$ cat config.mk
export PLATFORM = sky130hd
export DESIGN_NAME = spi_pkt_framer
export DESIGN_NICKNAME = d
export VERILOG_FILES = /design/src/rtl/spf_pkg.sv /design/src/rtl/spf_size_decode.sv /design/src/rtl/spf_pkt_plan.sv /design/src/rtl/spf_rsp_check.sv /design/src/rtl/spi_pkt_framer.sv
export SDC_FILE = /design/constraint.sdc
export NUM_CORES = 1
export LEC_CHECK = 0
export ABC_AREA = 1
export ABC_CLOCK_PERIOD_IN_PS = 3100
export BUFFER_PORTS_ARGS = -buffer_cell sky130_fd_sc_hd__buf_2
export CAP_MARGIN = 20
export CORE_ASPECT_RATIO = 0.5
export CORE_MARGIN = 2
export CORE_UTILIZATION = 30
export DETAILED_ROUTE_END_ITERATION = 7
export PLACE_DENSITY_LB_ADDON = 0.15
export SYNTH_ARGS = -nofsm -noshare
export SYNTH_HDL_FRONTEND = slang
export SYNTH_HIERARCHICAL = 1
export SYNTH_SLANG_ARGS = --single-unit
$ cat constraint.sdc
create_clock -name clk_i -period 3.1 [get_ports clk_i]
set_input_delay 0.465 -clock clk_i [delete_from_list [all_inputs] [get_ports clk_i]]
set_output_delay 0.465 -clock clk_i [all_outputs]
set_load 0.005 [all_outputs]
$ cat src/rtl/spf_pkg.sv
package spf_pkg;
  typedef enum logic [2:0] {
    ST_IDLE,
    ST_HDR,
    ST_PAY,
    ST_CRC0,
    ST_CRC1,
    ST_RSP
  } spf_state_e;

  localparam logic [7:0] HDR_BASE  = 8'hF0;
  localparam logic [7:0] RSP_TOKEN = 8'hC3;
  localparam logic [7:0] RSP_TAIL  = 8'h00;
  localparam logic [7:0] CRC_FILL  = 8'h00;

  localparam logic [1:0] ORD_FIRST = 2'd1;
  localparam logic [1:0] ORD_MID   = 2'd2;
  localparam logic [1:0] ORD_LAST  = 2'd3;
endpackage

$ cat src/rtl/spf_size_decode.sv
// Maps the 3-bit size code to a maximum packet length; codes above MAX_CODE saturate.
module spf_size_decode #(
  parameter int MIN_SHIFT = 8,
  parameter int MAX_CODE  = 5,
  localparam int LEN_W    = MIN_SHIFT + MAX_CODE + 1
) (
  input  logic [2:0]       code_i,
  output logic [LEN_W-1:0] max_len_o
);
  logic [2:0] code_eff;

  assign code_eff = (code_i > 3'(MAX_CODE)) ? 3'(MAX_CODE) : code_i;

  always_comb begin
    max_len_o = '0;
    for (int k = 0; k <= MAX_CODE; k++) begin
      if (code_eff == 3'(k)) max_len_o = LEN_W'(1) << (MIN_SHIFT + k);
    end
  end
endmodule

$ cat src/rtl/spf_pkt_plan.sv
// Works out the order code and length of the next packet.
module spf_pkt_plan #(
  parameter int CNT_W = 16,
  parameter int LEN_W = 14
) (
  input  logic [CNT_W-1:0] remaining_i,
  input  logic [LEN_W-1:0] max_len_i,
  input  logic             first_i,
  output logic [1:0]       order_o,
  output logic [LEN_W-1:0] take_o,
  output logic             last_o
);
  import spf_pkg::*;

  logic [CNT_W-1:0] max_ext;
  logic             fits;

  assign max_ext = {{(CNT_W-LEN_W){1'b0}}, max_len_i};
  assign fits    = remaining_i <= max_ext;
  assign last_o  = fits;
  assign take_o  = fits ? remaining_i[LEN_W-1:0] : max_len_i;
  assign order_o = fits ? ORD_LAST : (first_i ? ORD_FIRST : ORD_MID);
endmodule

$ cat src/rtl/spf_rsp_check.sv
// Counts response bytes and judges the last two.
module spf_rsp_check (
  input  logic       clk_i,
  input  logic       rst_ni,
  input  logic       active_i,
  input  logic       crc_en_i,
  input  logic [7:0] rx_data_i,
  input  logic       rx_valid_i,
  output logic       fin_o,
  output logic       ok_o
);
  import spf_pkg::*;

  logic [1:0] cnt_q;
  logic [7:0] prev_q;
  logic [1:0] last_idx;

  assign last_idx = crc_en_i ? 2'd1 : 2'd2;
  assign fin_o    = active_i && rx_valid_i && (cnt_q == last_idx);
  assign ok_o     = (prev_q == RSP_TOKEN) && (rx_data_i == RSP_TAIL);

  always_ff @(posedge clk_i or negedge rst_ni) begin
    if (!rst_ni) begin
      cnt_q  <= '0;
      prev_q <= '0;
    end else if (!active_i) begin
      cnt_q  <= '0;
    end else if (rx_valid_i) begin
      cnt_q  <= cnt_q + 2'd1;
      prev_q <= rx_data_i;
    end
  end
endmodule

$ cat src/rtl/spi_pkt_framer.sv
module spi_pkt_framer #(
  parameter int CNT_W     = 16,
  parameter int MIN_SHIFT = 8,
  parameter int MAX_CODE  = 5,
  localparam int LEN_W    = MIN_SHIFT + MAX_CODE + 1
) (
  input  logic             clk_i,
  input  logic             rst_ni,
  input  logic             start_i,
  input  logic [CNT_W-1:0] byte_count_i,
  input  logic [2:0]       size_code_i,
  input  logic             crc_en_i,
  input  logic [7:0]       in_data_i,
  input  logic             in_valid_i,
  output logic             in_ready_o,
  output logic [7:0]       tx_data_o,
  output logic             tx_valid_o,
  input  logic             tx_ready_i,
  input  logic [7:0]       rx_data_i,
  input  logic             rx_valid_i,
  output logic             busy_o,
  output logic             done_o,
  output logic             err_o
);
  import spf_pkg::*;

  spf_state_e       state_q;
  logic [CNT_W-1:0] remaining_q;
  logic [LEN_W-1:0] max_len_q;
  logic [LEN_W-1:0] pkt_left_q;
  logic             first_q, last_pkt_q, crc_q;
  logic             done_q, err_q;

  logic [LEN_W-1:0] max_len_d;
  logic [1:0]       order;
  logic [LEN_W-1:0] take;
  logic             plan_last;
  logic             rsp_fin, rsp_ok;
  logic             pay_phase;
  logic             pay_beat;

  spf_size_decode #(.MIN_SHIFT(MIN_SHIFT), .MAX_CODE(MAX_CODE)) u_dec (
    .code_i    (size_code_i),
    .max_len_o (max_len_d)
  );

  spf_pkt_plan #(.CNT_W(CNT_W), .LEN_W(LEN_W)) u_plan (
    .remaining_i (remaining_q),
    .max_len_i   (max_len_q),
    .first_i     (first_q),
    .order_o     (order),
    .take_o      (take),
    .last_o      (plan_last)
  );

  spf_rsp_check u_rsp (
    .clk_i      (clk_i),
    .rst_ni     (rst_ni),
    .active_i   (state_q == ST_RSP),
    .crc_en_i   (crc_q),
    .rx_data_i  (rx_data_i),
    .rx_valid_i (rx_valid_i),
    .fin_o      (rsp_fin),
    .ok_o       (rsp_ok)
  );

  assign pay_phase  = (state_q == ST_PAY);
  assign pay_beat   = pay_phase && in_valid_i && tx_ready_i;
  assign in_ready_o = pay_phase && tx_ready_i;
  assign busy_o     = (state_q != ST_IDLE);
  assign done_o     = done_q;
  assign err_o      = err_q;

  always_comb begin
    tx_valid_o = 1'b0;
    tx_data_o  = CRC_FILL;
    unique case (state_q)
      ST_HDR: begin
        tx_valid_o = 1'b1;
        tx_data_o  = HDR_BASE | {6'b0, order};
      end
      ST_PAY: begin
        tx_valid_o = in_valid_i;
        tx_data_o  = in_data_i;
      end
      ST_CRC0, ST_CRC1: tx_valid_o = 1'b1;
      default: ;
    endcase
  end

  always_ff @(posedge clk_i or negedge rst_ni) begin
    if (!rst_ni) begin
      state_q     <= ST_IDLE;
      remaining_q <= '0;
      max_len_q   <= '0;
      pkt_left_q  <= '0;
      first_q     <= 1'b0;
      last_pkt_q  <= 1'b0;
      crc_q       <= 1'b0;
      done_q      <= 1'b0;
      err_q       <= 1'b0;
    end else begin
      done_q <= 1'b0;
      err_q  <= 1'b0;
      unique case (state_q)
        ST_IDLE: if (start_i) begin
          if (byte_count_i == '0) begin
            err_q <= 1'b1;
          end else begin
            remaining_q <= byte_count_i;
            max_len_q   <= max_len_d;
            crc_q       <= crc_en_i;
            first_q     <= 1'b1;
            state_q     <= ST_HDR;
          end
        end
        ST_HDR: if (tx_ready_i) begin
          pkt_left_q  <= take;
          remaining_q <= remaining_q - {{(CNT_W-LEN_W){1'b0}}, take};
          last_pkt_q  <= plan_last;
          state_q     <= ST_PAY;
        end
        ST_PAY: if (pay_beat) begin
          pkt_left_q <= pkt_left_q - LEN_W'(1);
          if (pkt_left_q == LEN_W'(1)) begin
            first_q <= 1'b0;
            if (crc_q)           state_q <= ST_CRC0;
            else if (last_pkt_q) state_q <= ST_RSP;
            else                 state_q <= ST_HDR;
          end
        end
        ST_CRC0: if (tx_ready_i) state_q <= ST_CRC1;
        ST_CRC1: if (tx_ready_i) state_q <= last_pkt_q ? ST_RSP : ST_HDR;
        ST_RSP: if (rsp_fin) begin
          done_q  <= rsp_ok;
          err_q   <= !rsp_ok;
          state_q <= ST_IDLE;
        end
        default: state_q <= ST_IDLE;
      endcase
    end
  end
endmodule

==> out/results.ini <==
[flow_run]
max_cap_viol_count = 0

[sta]
setup_viol_count_final = 0
max_slew.worst_pin.slew_ns = 0.761
final_slew_violations = 0
final.setup_skew_ns = 0.00583
min_period_ns = 2.98
finalHoldViolCount = 0
fmaxAchievable_mhz = 335
max-slew-margin-rel_pct = 49.2
finalCritPeriodShare_pct = 96.2
totalNegativeSetupSlack_ns = 0

[worst_setup_path]
cpLargestDelayFamily = simple AND/OR/NAND/NOR gates
critical_path.cell_chain = ha_1 -> nand4_1 -> nor2_4 -> nand2_2 -> nand2_4 -> nand2_8 -> nand2_1 -> nand2_2 -> ha_2 -> fa_2 -> inv_1 -> nand2_1 -> nand3_2 -> nand2_2 -> nand3_1 -> nand3_1 -> nand2_2 -> nand2_1
worstPathRequired_ns = 3.32
worstSetupPathType = flop to flop
critical_path_peak_fanout = 6
cp-end-kind = flop
worst_setup_path_start_kind = flop
arrival_time_of_the_worst_setup_path_ns = 3.20
worst_path_most_repeated_cell = nand2_2
critical_path.max_stage_delay_ns = 0.44
cp_num_buf_inv = 1
worst_path_max_delay_cell = dfrtp_1

[clock_tree]
tritoncts = yes
clk_transition_reported_paths_ns = 0.06
max-clock-path-buffers = 2
insertion_delay_ns = 0.34
clock_sinks = 62
ctsHtreeMaxLevel = 3
ctsRootBufferMaster = clkbuf_16
cts_inserted_buffers = 9
holdBufCountCts = 0

[yosys]
synth-async-reset-ratio_pct = 100
synth.area.mux_share_pct = 0
synth-xor-area-share_pct = 0.330
synth_simple_gate_area_share_pct = 38.4
synth.lib_cells_used.distinct = 41
share_of_synthesized_cell_area_in_full_adder_half_adder_and_majority_cells_pct = 7.45
ys.warnings.count = 6
largest_family_of_logic_cells_by_synthesized_area = simple AND/OR/NAND/NOR gates
ys_seq_area_share_pct = 29.2
syn_area_sq_um = 5310
postSynthAreaPerCell_sq_um = 6.43
synth-edff-count = 0
synth-main-ff-cell = dfrtp_1
post_synthesis_instance_total = 825
register_bit_total_from_synthesis = 62
synth_compound_area_share_pct = 10.3

[hold_path]
hold_class = input port to asynchronous set/reset pin

[global_routing]
antenna_violations_before_repair = 0
total_gr_overflow = 0
number_of_global_route_vias_before_repair = 5040
largest_net_degree_at_the_start_of_global_routing = 35
grt_first_pass_wirelength_mm = 26.6
grt.total_usage_pct = 18.3

[status]
run_status = complete, no violations

[floorplanning]
die_h_um = 98.0
start_util_pct = 30.6
core_region_area_sq_um = 17400
die_area_sq_um = 18800
io_pins = 55
width_of_the_die_um = 192
floorplan.rows = 34

[cells_and_area]
final_area_sq_um = 6740
fin_cells = 1158
design.final.nets = 993
n_antenna_cell = 0
synthToLayoutAreaGrowth_pct = 27.1
finalCoreUtilization_pct = 38.9
drive_gt1_share_pct = 24.5

[route]
antenna_left = 0
route.vias.total = 5382
drt_iter0_markers = 348
wirelength_met1_mm = 8.84
dr_wl_met2_mm = 7.03
detail_route.first_pass.iterations = 5
detail_route.vias_per_cell = 4.65
drc = 0
detailroute.wirelength.met3_um = 755
top_layer = met4
routed_wire_length_per_instance_um = 14.5
drt_wl_total_mm = 16.7

[placed_design]
placed_cell_area_sq_um = 6020
globalplace.congestion = 0.874
count_of_input_and_output_buffers = 54
dpl.cell_count = 1136
place.detailed.hpwl_mm = 12.7

what timing repair did:
item,in CTS,in global routing
gates cloned,0,2
endpoints found under the setup margin,3,13
endpoints found under the hold margin,0,0
gates resized for setup,3,57
pin swaps,1,15
buffers inserted,0,5
cell usage after synthesis (3+ instances only):
| master | number | share of area, % |
|---|---|---|
| nand4_1 | 11 | 1.3 |
| ha_1 | 30 | 7.1 |
| or2_2 | 5 | 0.59 |
| nand3_1 | 63 | 5.9 |
| inv_1 | 137 | 9.7 |
| nand2_1 | 280 | 20 |
| nor2_1 | 62 | 4.4 |
| o22ai_1 | 5 | 0.59 |
| o21ai_2 | 11 | 1.8 |
| buf_2 | 7 | 0.66 |
| inv_2 | 7 | 0.50 |
| nor2_4 | 3 | 0.64 |
| nor3_1 | 8 | 0.75 |
| a21oi_1 | 30 | 2.8 |
| nand2_2 | 19 | 2.2 |
| dfrtp_1 | 62 | 29 |
| o21ai_1 | 10 | 0.94 |
| o21ai_0 | 30 | 2.8 |
| buf_4 | 13 | 1.8 |
| buf_6 | 5 | 1.1 |
final cells by class:
type	count	area, sq um
clock inverters	3	67.6
multi-input cells	600	3360
fillers	1901	10600
clock buffers	12	256
repair buffers	103	671
flip-flops and latches	62	1550
inverters	144	541
well taps	234	293
flip-flops by register name, summed over array words and instances (netlist names):
signal,cells
first_q,1
u_rsp/cnt_q,2
err_o,1
remaining_q,16
max_len_q,14
last_pkt_q,1
u_rsp/prev_q,8
crc_q,1
state_q,3
done_o,1
pkt_left_q,14
path summary, 6_finish.rpt:
check / from / end / slack (ns) / depth (start not counted)
hold reg to reg: u_rsp/prev_q[3] / u_rsp/prev_q[3] / 0.48 / 2
max in group asynchronous: rst_ni / remaining_q[10] / 2.22 / 2
setup reg to reg: remaining_q[8] / remaining_q[10] / 0.12 / 18
setup / recovery: remaining_q[8] / remaining_q[10] / 0.12 / 18
min in group clk_i: crc_en_i / crc_q / 0.35 / 3
hold / removal: rst_ni / u_rsp/prev_q[3] / 0.20 / 1
cell usage in the layout (no fill, tap or decap), types with 3 or more instances in the layout:
cell type  netlist  final
nand2_1        280    264
inv_1          137    135
dfrtp_1         62     62
nor2_1          62     61
nand3_1         63     60
buf_2            7     54
buf_4           13     46
nand2_2         19     35
o21ai_0         30     30
a21oi_1         30     22
ha_4             0     16
ha_1            30     13
nand4_1         11     11
o21ai_2         11     11
o21ai_1         10     10
inv_2            7      9
a21oi_2          1      9
clkbuf_16        0      9
conb_1           1      8
nor3_1           8      6
o22ai_1          5      5
or2_2            5      5
nand3_2          1      4
nor2_2           2      3
nand2_4          2      3
nor2_4           3      3
per-layer routing:
metal  up-vias  track usage [%]
met4         0             3.88
met2       110             27.3
met1      2515             27.6
met5         -                0
li1       2748                -
met3         9             2.88
per-stage QoR:
step / hold WS (ns) / worst slack, ns
6_report: 0.198 / 0.118
5_1_grt: 0.251 / -0.0158
4_1_cts: 0.226 / 0.0184
3_5_place_dp: 0.469 / 0.000442
3_3_place_gp: 0.468 / -0.0346
2_1_floorplan: 0.169 / 0.434
kinds of logic (layout without fill, tap and decap cells):
family | after synthesis | count (layout)
buf+inv | 172 | 262
compound gates | 92 | 92
flops | 62 | 62
xor+xnor | 2 | 2
fa+ha+maj | 31 | 31
other cells | 1 | 8
simple gates | 465 | 467
Power is left out: the tool's default activity adds up to more than one toggle a clock period on the data nets, which glitch-free logic cannot reach.
